`src/rtl/mux_bus_pkg.sv`:
```
package mux_bus_pkg;

  typedef enum logic [2:0] {
    ST_IDLE,
    ST_T1,
    ST_T2,
    ST_T3,
    ST_T4
  } busState_e;

  // strobes from control to datapath
  typedef struct packed {
    logic accept;     // request taken this cycle (idle)
    logic inCycle;    // T1..T4
    logic isT1;       // address phase
    logic dataPhase;  // T2..T4
    logic capture;    // last T3, ready high
    logic done;       // T4
  } busStrobe_t;

endpackage

```
`src/rtl/mux_bus_ctrl.sv`:
```
module mux_bus_ctrl
  import mux_bus_pkg::*;
(
  input  logic       clk,
  input  logic       rst,
  input  logic       reqValid,
  input  logic       ready,
  input  logic       holdReq,
  output logic       reqReady,
  output busStrobe_t strb
);

  busState_e state, stateNext;

  always_ff @(posedge clk or posedge rst) begin
    if (rst) state <= ST_IDLE;
    else     state <= stateNext;
  end

  always_comb begin
    stateNext = state;
    unique case (state)
      ST_IDLE: if (reqValid && !holdReq) stateNext = ST_T1;
      ST_T1:   stateNext = ST_T2;
      ST_T2:   stateNext = ST_T3;
      ST_T3:   if (ready) stateNext = ST_T4;
      ST_T4:   stateNext = ST_IDLE;
      default: stateNext = ST_IDLE;
    endcase
  end

  assign reqReady       = (state == ST_IDLE) && !holdReq && !rst;
  assign strb.accept    = reqReady && reqValid;
  assign strb.inCycle   = (state != ST_IDLE);
  assign strb.isT1      = (state == ST_T1);
  assign strb.dataPhase = (state == ST_T2) || (state == ST_T3) || (state == ST_T4);
  assign strb.capture   = (state == ST_T3) && ready;
  assign strb.done      = (state == ST_T4);

  AST_ALE_SINGLE: assert property (@(posedge clk) disable iff (rst)
    strb.isT1 |=> (!strb.isT1 && state == ST_T2));
  AST_WAIT_REPEAT: assert property (@(posedge clk) disable iff (rst)
    (state == ST_T3 && !ready) |=> (state == ST_T3 && !strb.done));
  AST_DONE_SINGLE: assert property (@(posedge clk) disable iff (rst)
    strb.done |=> (!strb.done && state == ST_IDLE));
  AST_HOLD_NO_START: assert property (@(posedge clk) disable iff (rst)
    (state == ST_IDLE && holdReq) |=> (state == ST_IDLE));

endmodule

```
`src/rtl/mux_bus_dpath.sv`:
```
module mux_bus_dpath
  import mux_bus_pkg::*;
#(
  parameter int DATA_W = 16,
  parameter int ADDR_W = 20
) (
  input  logic              clk,
  input  logic              rst,
  input  busStrobe_t        strb,
  input  logic [ADDR_W-1:0] reqAddr,
  input  logic              reqWrite,
  input  logic [DATA_W-1:0] reqData,
  input  logic              reqHiByte,
  input  logic [DATA_W-1:0] adIn,
  input  logic              adrDisable,
  input  logic              upAddrEn,
  input  logic              holdReq,
  output logic [DATA_W-1:0] rspData,
  output logic [ADDR_W-1:0] addrOut,
  output logic              addrOe,
  output logic [7:0]        upAddrOut,
  output logic              upAddrOe,
  output logic [DATA_W-1:0] adOut,
  output logic [DATA_W-1:0] adOe,
  output logic              hiByteEn,
  output logic [DATA_W-1:0] cfgWord
);

  localparam int LO_W = 8;
  localparam int HI_W = DATA_W - LO_W;

  logic [15:0]       addrLowQ;
  logic [DATA_W-1:0] dataQ;
  logic              writeQ;
  logic              hiQ;
  logic [ADDR_W-1:0] addrFallQ;
  logic [DATA_W-1:0] rdQ;
  logic [DATA_W-1:0] cfgQ;
  logic              floatAll;
  logic              drvLo;
  logic              addrPhaseDrv;

  // request registers, loaded when the control accepts
  always_ff @(posedge clk or posedge rst) begin
    if (rst) begin
      addrLowQ <= '0;
      dataQ    <= '0;
      writeQ   <= 1'b0;
      hiQ      <= 1'b0;
    end else if (strb.accept) begin
      addrLowQ <= reqAddr[15:0];
      dataQ    <= reqData;
      writeQ   <= reqWrite;
      hiQ      <= reqHiByte;
    end
  end

  // dedicated address: falling edge gives the half-clock lead
  always_ff @(negedge clk or posedge rst) begin
    if (rst)              addrFallQ <= '0;
    else if (strb.accept) addrFallQ <= reqAddr;
  end

  // read capture at the end of the last T3
  always_ff @(posedge clk or posedge rst) begin
    if (rst)               rdQ <= '0;
    else if (strb.capture) rdQ <= adIn;
  end

  // power-on configuration sampling
  always_ff @(posedge clk) begin
    if (rst) cfgQ <= adIn;
  end

  assign floatAll     = rst || holdReq;
  assign addrPhaseDrv = strb.isT1 && !adrDisable;
  assign drvLo        = !floatAll && (addrPhaseDrv || (strb.dataPhase && writeQ));

  assign rspData = rdQ;
  assign cfgWord = cfgQ;
  assign addrOut = addrFallQ;
  assign addrOe  = !floatAll;
  assign adOut   = strb.isT1 ? addrLowQ[DATA_W-1:0] : dataQ;

  generate
    if (DATA_W == 16) begin : g_wide
      logic drvHi;
      logic unusedUpEn;
      assign unusedUpEn = upAddrEn;
      assign drvHi = !floatAll &&
                     (addrPhaseDrv || (strb.dataPhase && writeQ && hiQ));
      assign adOe      = {{HI_W{drvHi}}, {LO_W{drvLo}}};
      assign hiByteEn  = strb.inCycle && hiQ;
      assign upAddrOut = 8'h00;
      assign upAddrOe  = 1'b0;
    end else begin : g_narrow
      logic unusedHi;
      assign unusedHi  = hiQ;
      assign adOe      = {DATA_W{drvLo}};
      assign hiByteEn  = 1'b0;
      assign upAddrOut = addrLowQ[15:8];
      assign upAddrOe  = upAddrEn && strb.inCycle && !floatAll;
    end
  endgenerate

  AST_ADDR_LEAD: assert property (@(posedge clk) disable iff (rst)
    (strb.isT1 && adOe[0]) |-> (addrOut[DATA_W-1:0] == adOut));
  AST_READ_RELEASE: assert property (@(posedge clk) disable iff (rst)
    (strb.dataPhase && !writeQ) |-> (adOe == '0));
  AST_CFG_HELD: assert property (@(posedge clk) disable iff (rst)
    1'b1 |=> $stable(cfgQ));
  AST_HOLD_FLOAT: assert property (@(posedge clk) disable iff (rst)
    holdReq |-> (adOe == '0 && !addrOe && !upAddrOe));

endmodule

```
`src/rtl/mux_bus_sequencer.sv`:
```
module mux_bus_sequencer
  import mux_bus_pkg::*;
#(
  parameter int DATA_W = 16,
  parameter int ADDR_W = 20
) (
  input  logic              clk,
  input  logic              rst,
  input  logic              reqValid,
  output logic              reqReady,
  input  logic [ADDR_W-1:0] reqAddr,
  input  logic              reqWrite,
  input  logic [DATA_W-1:0] reqData,
  input  logic              reqHiByte,
  output logic [DATA_W-1:0] rspData,
  output logic              rspDone,
  output logic [ADDR_W-1:0] addrOut,
  output logic              addrOe,
  output logic [7:0]        upAddrOut,
  output logic              upAddrOe,
  output logic [DATA_W-1:0] adOut,
  input  logic [DATA_W-1:0] adIn,
  output logic [DATA_W-1:0] adOe,
  output logic              ale,
  output logic              hiByteEn,
  input  logic              adrDisable,
  input  logic              upAddrEn,
  input  logic              ready,
  input  logic              holdReq,
  output logic [DATA_W-1:0] cfgWord
);

  busStrobe_t strb;

  mux_bus_ctrl u_ctrl (
    .clk      (clk),
    .rst      (rst),
    .reqValid (reqValid),
    .ready    (ready),
    .holdReq  (holdReq),
    .reqReady (reqReady),
    .strb     (strb)
  );

  mux_bus_dpath #(.DATA_W(DATA_W), .ADDR_W(ADDR_W)) u_dpath (
    .clk        (clk),
    .rst        (rst),
    .strb       (strb),
    .reqAddr    (reqAddr),
    .reqWrite   (reqWrite),
    .reqData    (reqData),
    .reqHiByte  (reqHiByte),
    .adIn       (adIn),
    .adrDisable (adrDisable),
    .upAddrEn   (upAddrEn),
    .holdReq    (holdReq),
    .rspData    (rspData),
    .addrOut    (addrOut),
    .addrOe     (addrOe),
    .upAddrOut  (upAddrOut),
    .upAddrOe   (upAddrOe),
    .adOut      (adOut),
    .adOe       (adOe),
    .hiByteEn   (hiByteEn),
    .cfgWord    (cfgWord)
  );

  assign ale     = strb.isT1;
  assign rspDone = strb.done;

endmodule

```
`config.mk`:
```
export PLATFORM = sky130hd
export DESIGN_NAME = mux_bus_sequencer
export DESIGN_NICKNAME = d
export VERILOG_FILES = /design/src/rtl/mux_bus_pkg.sv /design/src/rtl/mux_bus_ctrl.sv /design/src/rtl/mux_bus_dpath.sv /design/src/rtl/mux_bus_sequencer.sv
export SDC_FILE = /design/constraint.sdc
export NUM_CORES = 1
export LEC_CHECK = 0
export BUFFER_PORTS_ARGS = -buffer_cell sky130_fd_sc_hd__buf_2
export CAP_MARGIN = 10
export CORE_AREA = 5 5 106 108
export CTS_CLUSTER_SIZE = 30
export DETAILED_ROUTE_END_ITERATION = 16
export DIE_AREA = 0 0 111 113
export PLACE_DENSITY = 0.65
export SLEW_MARGIN = 10
export SYNTH_ARGS = -nofsm -noshare
export SYNTH_HDL_FRONTEND = slang
export SYNTH_SLANG_ARGS = --single-unit
export TNS_END_PERCENT = 1
```
`constraint.sdc`:
```
create_clock -name clk -period 2.8 [get_ports clk]
set_input_delay 0.14 -clock clk [delete_from_list [all_inputs] [get_ports clk]]
set_output_delay 0.14 -clock clk [all_outputs]
set_load 0.01 [all_outputs]
```
# == After elaboration in Yosys (flattened, before gate mapping) ==
# Cells that the tools add are included.
# totals
ff_bits,89
latchBits,0
mem_bits_rw,0
mem_bits_ro,0
output_inout_bits,98
wordCells,41
n_memories,0
# classes
n_addsub,0
multipliers,0
n_div,0
magnitude_cmp,0
n_eq_ne,6
n_shift,0
mux,4
bitwise,0
n_reduce_logical,23
# ops
cell,count
$mux W16,1
$pmux W3 S4,1
$logic_and A1 B1 Y1,11
$eq A3 B2 Y1 const B,2
$mux W3,2
$logic_or A1 B1 Y1,5
$logic_not A1 Y1,4
$eq A3 B1 Y1 const B,1
$eq A3 B3 Y1 const B,1
$logic_not A3 Y1,1
$reduce_bool A3 Y1,1
$ne A2 B1 Y1 const B,1
$ne A2 B2 Y1 const B,1
$reduce_and A2 Y1,1

# == Longest topological paths before layout ==
# Gate-level depths: netlist of the first run.
# logic_depth
depth_word,7
depth_mapped,6
ltp_nobuf,3

# == Modules after synthesis ==
# From an unflattened synthesis of the first run, not the netlist that was laid out.
# unflattened
cells_unflattened,287
hier_area_um2,3908.7
# by_module_without_submodules
module,instances,cells_each,area_per_inst_um2,seq_area_each_um2
mux_bus_dpath,1,267,3704.8,2232.1
mux_bus_ctrl,1,20,203.9,75.1

==> results.ini, run 1 <==
[run_status]
outcome = complete, but fails checks
violations = negative setup slack

[power_and_ir_drop]
peakVddDrop_uv = 427
p_leak_nw = 2.49
powerDensity_mw_per_mm2 = 981

[cts]
cts_buffer_depth = 2
cts_sinks = 89
cts_root_buf = clkbuf_8
ctsResizeCount = 0
cts_tree = done
cts_buffers = 9
h-tree-depth = 3
clk-insertion-delay-late_ns = 0.35
clk_pin_slew_ns = 0.08

[layout]
final_cells = 546
multi_input_area_mm2 = 0.00120
layout-drive-gt1-share = 0.656
syn_to_final_growth_pct = 31.3
finalCoreUtilization = 0.491
final_nets = 466
fillCellCount = 888
diodes = 0
regArea_mm2 = 0.00231
final_area_mm2 = 0.00498

[floorplanning]
rows = 37
core-area_mm2 = 0.0101
dieArea_mm2 = 0.0125
ioPinCount = 159
die_h_um = 113
die_width_um = 111
start_util = 0.374

[sta]
setup-violations-final = 1
rsz0062_at_grt = true
hold_violations = 0
finalWorstSetupSlack_ns = -0.00183
slew_violations = 0
tns_ns = -0.00183
fin_worst_skew_ns = 0.0180
worst_pin_slew_ns = 0.550
slew_headroom = 0.631

[worst_hold_path]
min_to = u_dpath.dataQ[14]
min_path_cells = 2
hp-class = primary input to flop
min_from = reqData[14]

[routing]
drtPass1Iterations = 4
finalWirelength_um = 8440
viasPerCell = 4.44
wl_per_cell_um = 15.5
antenna_left = 0
drtIter0Drc = 73
vias = 2425
drc = 0

[critical_path]
r2r_end = u_dpath.addrOut[2]
cp.required_ns = 1.58
r2r_start = u_ctrl.state[0]
rrSetupSlack_ns = -0.002
worstPathMaxFanout = 12
worst_setup_path_end_kind = flop
cp.arrival_ns = 1.59
cp-start-kind = flop
path_class = flop to flop
reg2regPathDepth = 4

[global_route]
grt_pass1_vias = 2695
grtUsageTotal = 0.142
grt_overflow = 0
antenna_found_initial = 0
grt_max_degree = 28
grt_pass1_wl_um = 14200

[place]
dpl.cell_count = 505
place_area_mm2 = 0.00456
gp_congestion = 0.796
dp_hpwl_um = 6040
pre_cts_slack_ns = -0.00256
port_buffers = 148

[logic_synthesis]
ys_warn_count = 0
synth_seq_cells = 89
yosysSeqAreaShare = 0.609
synth_edf_count = 16
netlist_instances = 233
synthArstFlopShare = 0.820
netlist_area_mm2 = 0.00379
syn_avg_cell_area_um2 = 16.3
ys.flop_type = dfrtp_1
synthDistinctLibCells = 28

[run]
maxCapViolCount = 0

flip-flops by register name, indices dropped and copies added (netlist names):
register,count
u_dpath.addrOut,20
u_dpath.addrLowQ,16
u_dpath.cfgWord,16
u_dpath.dataQ,16
u_dpath.rspData,16
u_ctrl.state,3
u_dpath.hiQ,1
u_dpath.writeQ,1
cells in the final DEF, fill, tap and decap left out, types with 2 or more instances in the layout:
cell type	Yosys	layout
nand2b_1	2	2
clkbuf_8	1	9
dfrtn_1	20	20
mux2_2	77	77
dfrtp_1	53	53
clkbuf_1	0	6
mux2_4	9	9
dlygate4sd3_1	0	19
nor3_1	2	2
inv_1	3	2
nor2_1	2	2
buf_2	0	148
conb_1	1	9
edfxtp_1	16	16
buf_4	25	17
buf_12	1	2
report_power, final:
part | internal (mW) | switching, mW
clock network | 0.325 | 0.425
registers | 1.87 | 0.264
logic | 1.12 | 0.874
worst max path at each step:
stage	from	to	slack, ns	cells after the start
floorplan	u_ctrl.state[1]	u_dpath.addrOut[0]	-0.07	5
global placement	u_ctrl.state[0]	u_dpath.addrOut[4]	0.01	4
detailed placement	u_ctrl.state[0]	u_dpath.addrOut[2]	-0.003	4
CTS	u_ctrl.state[2]	u_dpath.addrOut[8]	-0.01	4
global route	u_ctrl.state[0]	u_dpath.addrOut[8]	-0.11	4
finish	u_ctrl.state[0]	u_dpath.addrOut[2]	-0.002	4
critical path, stage by stage, from the launching register on:
cell and delay (ns):
dfrtp_1 0.41, nor3_4 0.24, nand3_4 0.14, buf_12 0.18, mux2_2 0.27
layer usage:
layer,up-vias,part of all wire,global-route usage
met1,1179,0.44,0.182
met4,0,0.020,0.0665
met5,-,0,0
met2,105,0.45,0.216
li1,1129,-,-
met3,12,0.090,0.0503
through the flow:
stage          hold slack, ns  power [mW]
6_report               0.0162        4.88
5_1_grt               0.00560        5.24
4_1_cts               0.00176        4.96
3_5_place_dp            0.337        4.14
3_3_place_gp            0.332        4.09
2_1_floorplan           0.239        3.44
final cells by class:
cell class	instances	area share
Sequential cell	89	0.464
Multi-Input combinational cell	115	0.241
Timing Repair Buffer	187	0.227
Tap cell	136	0.0342
Clock buffer	15	0.0294
Inverter	3	0.00302
Clock inverter	1	0.00101
cell usage after synthesis, drive strengths merged (2+ instances only):
library cell	instances	area share
dfrtp	53	0.35
inv	3	0.0030
nand2b	2	0.0033
edfxtp	16	0.13
mux2	86	0.26
nor2	2	0.0020
nor3	3	0.0069
dfrtn	20	0.13
nand3	2	0.0059
buf	33	0.076
repair_timing:
| item | in CTS | in global routing |
|---|---|---|
| hold buffers | 19 | 0 |
| gates cloned | 1 | 0 |
| buffers inserted | 5 | 0 |
| pin swaps | 2 | 0 |
| setup endpoints to repair | 20 | 20 |
| endpoints found under the hold margin | 19 | 0 |
kinds of logic (layout without fill, tap and decap cells):
group | count (synthesis) | after routing | synth area share
muxes | 86 | 86 | 0.264
DFF | 89 | 89 | 0.609
AOI/OAI and AO/OA | 5 | 5 | 0.00957
other | 1 | 9 | 0.000989
buffers and inverters | 37 | 206 | 0.0822
and+or+nand+nor | 15 | 15 | 0.0340
(Power assumes the default switching activity.)
==> run 2: changes to the inputs <==
CORE_AREA = 5 5 95 97   (was 5 5 106 108)
DIE_AREA = 0 0 100 102   (was 0 0 111 113)
PLACE_DENSITY = 0.79   (was 0.65)
SKIP_CTS_REPAIR_TIMING = 1   (was unset)
==> run 2 against run 1 <==
Against the previous run: sequential cell count unchanged; global-route usage is 1.1 points higher; worst setup slack worse by 0.028 ns; the run still ends with negative setup slack left; cell count fell by 6.2%; non-clock buffer count is 3 lower; combinational power about the same; largest cell class unchanged; clock skew shrank 0.0033 ns; sequential power about the same.
==> results.ini, run 2 (synthesis results as in run 1) <==
[global_route]
grt_max_degree = 32
grt_pass1_vias = 2493
grt_overflow = 0
antenna_found_initial = 0
grtUsageTotal = 0.153
grt_pass1_wl_um = 12200

[sta]
slew_violations = 0
finalWorstSetupSlack_ns = -0.0300
slew_headroom = 0.636
fin_worst_skew_ns = 0.0147
worst_pin_slew_ns = 0.542
hold_violations = 0
rsz0062_at_grt = true
setup-violations-final = 16
tns_ns = -0.327

[power_and_ir_drop]
power.internal_mw = 3.48
peakVddDrop_uv = 553
p_sw_mw = 1.58
p_leak_nw = 2.48
swShare = 0.313
pwr-share-clk = 0.189
seqPwrFrac = 0.423
powerDensity_mw_per_mm2 = 1020
p_comb_frac = 0.388

[layout]
layout_common_cells = buf_2 (148), mux2_2 (77), dfrtp_1 (53)
diodes = 0
final_common_cell = buf_2
syn_to_final_growth_pct = 30.7
layout-drive-gt1-share = 0.668
largest_reg_flops = 20
final_nets = 463

[cts]
clk-insertion-delay-late_ns = 0.34
cts_buffers = 9
h-tree-depth = 3
cts_root_buf = clkbuf_8
cts_sinks = 89
cts_buffer_depth = 2
clk_pin_slew_ns = 0.09
cts_tree = done

[routing]
antenna_left = 0
drtPass1Iterations = 4
finalWirelength_um = 8000
drc = 0
drtIter0Drc = 29
wl_per_cell_um = 15.6
vias = 2465
viasPerCell = 4.81

[critical_path]
worst_setup_path_end_kind = flop
cp.arrival_ns = 1.60
critical-path-max-stage-delay_ns = 0.41
path_class = flop to flop
cp-start-kind = flop
crit_path_top_delay_cell = dfrtp_1
cp.required_ns = 1.57
worstPathMaxFanout = 29
cpLargestDelayFamily = flip-flops
worstPathCellList = nor3_4, nand3_4, buf_12, mux2_2
cp_num_buf_inv = 1

[floorplanning]
dieArea_mm2 = 0.0102
rows = 33
core-area_mm2 = 0.00805
ioPinCount = 159
die_h_um = 102
die_width_um = 100
start_util = 0.471

[run_status]
violations = negative setup slack
outcome = complete, but fails checks

[place]
dp_hpwl_um = 5930
port_buffers = 148
gp_congestion = 0.727
pre_cts_slack_ns = -0.0118

[run]
maxCapViolCount = 0

[worst_hold_path]
hp-class = primary input to flop

-- run 2: changes by cell type in the layout (fill, tap and decap cells not counted), sizes merged --
cell / previous run / this run
buf: 167 / 166
bufbuf: 1 / 0
bufinv: 0 / 2
clkbuf: 15 / 10
clkinvlp: 1 / 2
dlygate4sd3: 19 / 18
inv: 2 / 4
-- run 2: layer usage --
| metal | global-route usage | vias up | part of all wire |
|---|---|---|---|
| li1 | - | 1125 | - |
| met1 | 0.190 | 1227 | 0.40 |
| met2 | 0.256 | 103 | 0.49 |
| met3 | 0.0498 | 10 | 0.095 |
| met4 | 0.0497 | 0 | 0.012 |
| met5 | 0 | - | 0 |
-- run 2: metrics by stage --
stage / area [µm²] / util / cells / power (mW) / hold slack [ns]
after floorplan: 3820 / - / 241 / 3.44 / 0.239
after global placement: 4560 / 0.566 / 478 / 4.07 / 0.333
after detailed placement: 4560 / 0.566 / 478 / 4.14 / 0.331
after CTS: 4770 / 0.593 / 494 / 5.11 / -0.0350
after global routing: 4950 / 0.615 / 512 / 5.37 / 0.00482
final: 4950 / 0.615 / 512 / 5.06 / 0.0269
-- run 2: worst paths after layout --
kind	slack, ns	to	depth (start not counted)	from
max	-0.03	u_dpath.addrOut[14]	4	u_ctrl.state[2]
min	0.03	u_dpath.dataQ[11]	2	reqData[11]
max reg2reg	-0.03	u_dpath.addrOut[14]	4	u_ctrl.state[2]
min reg2reg	0.45	u_dpath.addrOut[12]	1	u_dpath.addrOut[12]
max in group asynchronous	0.96	u_dpath.addrOut[14]	4	rst
min in group asynchronous	0.05	u_dpath.addrLowQ[2]	3	rst
-- run 2: area by class of cell --
cell class,instances,area [µm²]
fill,626,3100
sequential,89,2310
multi-input combinational,115,1200
timing repair buffer,184,1080
tap,105,131
clock buffer,10,128
clock inverter,6,90.1
inverter,3,15.0
-- run 2: power by group through the flow --
stage | Sequential [mW] | Clock [mW] | Combinational [mW]
floorplan | 2.26 | 0 | 1.18
global placement | 2.14 | 0 | 1.93
detailed placement | 2.17 | 0 | 1.97
CTS | 2.14 | 0.989 | 1.98
global route | 2.21 | 1.04 | 2.13
finish | 2.14 | 0.955 | 1.97
==> run 3: changes to the inputs <==
HOLD_SLACK_MARGIN = 0.1   (was unset)
==> run 3 against run 2 <==
Against the previous run: the run still ends with negative setup slack left; first-iteration DRC count rose by 28%; cell count rose by 6.6%; highest routed layer unchanged; sequential cell count unchanged; critical path type unchanged; clock power about the same; via count is 4.4% higher; register-to-register slack is essentially flat; wire length increased by 6.6%; core utilization rose by 4.2 points; global-route usage stayed put; count of clock-buffer cells in the layout did not move; sequential share of layout area fell by 3.0 points.
==> results.ini, run 3 (synthesis results as in run 1) <==
[run]
maxCapViolCount = 0

[sta]
slew_violations = 0
tns_ns = -0.216
setup-violations-final = 16
rsz0062_at_grt = true
hold_violations = 0
slew_headroom = 0.636
hold_ws_ns = 0.160
fin_worst_skew_ns = 0.0145
worst_pin_slew_ns = 0.542
finalWorstSetupSlack_ns = -0.0228

[place]
gp_congestion = 0.727
place_area_mm2 = 0.00456
port_buffers = 148
dp_hpwl_um = 5930
pre_cts_slack_ns = -0.0118

[routing]
vias = 2573
drc = 0
finalWirelength_um = 8520
viasPerCell = 4.71
drtPass1Iterations = 4
wl_per_cell_um = 15.6
antenna_left = 0
drtIter0Drc = 37

[worst_hold_path]
min_from = holdReq
min_to = u_ctrl.state[0]
min_path_cells = 4
hp-class = primary input to flop

[cts]
clk_pin_slew_ns = 0.09
cts_sinks = 89
cts_root_buf = clkbuf_8
clk-insertion-delay-late_ns = 0.34
cts_tree = done
cts_buffers = 9
h-tree-depth = 3
cts_buffer_depth = 2

[critical_path]
path_class = flop to flop
cp.required_ns = 1.57
r2r_start = u_ctrl.state[2]
rrSetupSlack_ns = -0.02
reg2regPathDepth = 4
r2r_end = u_dpath.addrOut[14]
worstPathMaxFanout = 29
cp.arrival_ns = 1.59
cp-start-kind = flop
worst_setup_path_end_kind = flop

[floorplanning]
rows = 33
start_util = 0.471
die_h_um = 102
ioPinCount = 159
dieArea_mm2 = 0.0102
die_width_um = 100
core-area_mm2 = 0.00805

[global_route]
grt_pass1_vias = 2493
grt_pass1_wl_um = 12200
grt_max_degree = 32
grtUsageTotal = 0.153
antenna_found_initial = 0
grt_overflow = 0

[run_status]
violations = negative setup slack
outcome = complete, but fails checks

[layout]
layout_common_cells = buf_2 (148), mux2_2 (77), dfrtp_1 (53)
final_nets = 497
largest_reg_flops = 20
finalCoreUtilization = 0.657
layout-drive-gt1-share = 0.617
diodes = 0
final_area_mm2 = 0.00529
fillCellCount = 578
final_common_cell = buf_2
syn_to_final_growth_pct = 39.7

[power_and_ir_drop]
p_leak_nw = 2.62
peakVddDrop_uv = 572
powerDensity_mw_per_mm2 = 968

==> run 3: cell count changes in the layout (fill, tap and decap cells not counted) <==
cell | previous run | this run
dlygate4sd3_1 | 18 | 52
==> run 3: worst max path at each step <==
stage,from,end,slack (ns),cells after the start
floorplan,u_ctrl.state[1],u_dpath.addrOut[0],-0.07,5
global placement,u_ctrl.state[0],u_dpath.addrOut[2],0.02,4
detailed placement,u_ctrl.state[0],u_dpath.addrOut[3],-0.01,4
CTS,u_ctrl.state[0],u_dpath.addrOut[14],-0.06,4
global route,u_ctrl.state[2],u_dpath.addrOut[14],-0.1,4
finish,u_ctrl.state[2],u_dpath.addrOut[14],-0.02,4
==> run 3: routing by layer <==
layer  part of all wire  wire length [µm]  track usage
met2               0.51              4340        0.256
met1               0.40              3370        0.190
met4              0.011                93       0.0497
met3              0.084               717       0.0498
met5                  0                 0            0
==> run 3: power by group <==
| group | internal [mW] | total (mW) | switching [mW] |
|---|---|---|---|
| logic | 1.13 | 2.02 | 0.888 |
| registers | 1.87 | 2.15 | 0.275 |
| clock network | 0.508 | 0.956 | 0.448 |
==> run 3: cell type report <==
| cell class | count | area (µm²) | share of cell area |
|---|---|---|---|
| well taps | 105 | 131 | 0.0248 |
| multi-input cells | 115 | 1200 | 0.227 |
| flip-flops and latches | 89 | 2310 | 0.436 |
| inverters | 3 | 15.0 | 0.00284 |
| clock inverters | 6 | 90.1 | 0.0170 |
| repair buffers | 218 | 1420 | 0.268 |
| clock buffers | 10 | 128 | 0.0241 |
==> run 3: through the flow <==
step	total power, mW	cells
finish	5.12	546
global route	5.43	546
CTS	5.11	494
detailed placement	4.14	478
global placement	4.07	478
floorplan	3.44	241
==> run 3: worst max-delay path, stage by stage (launching register included) <==
cell and delay, ns:
dfrtp_1 0.41, nor3_4 0.25, nand3_4 0.12, buf_12 0.19, mux2_2 0.29
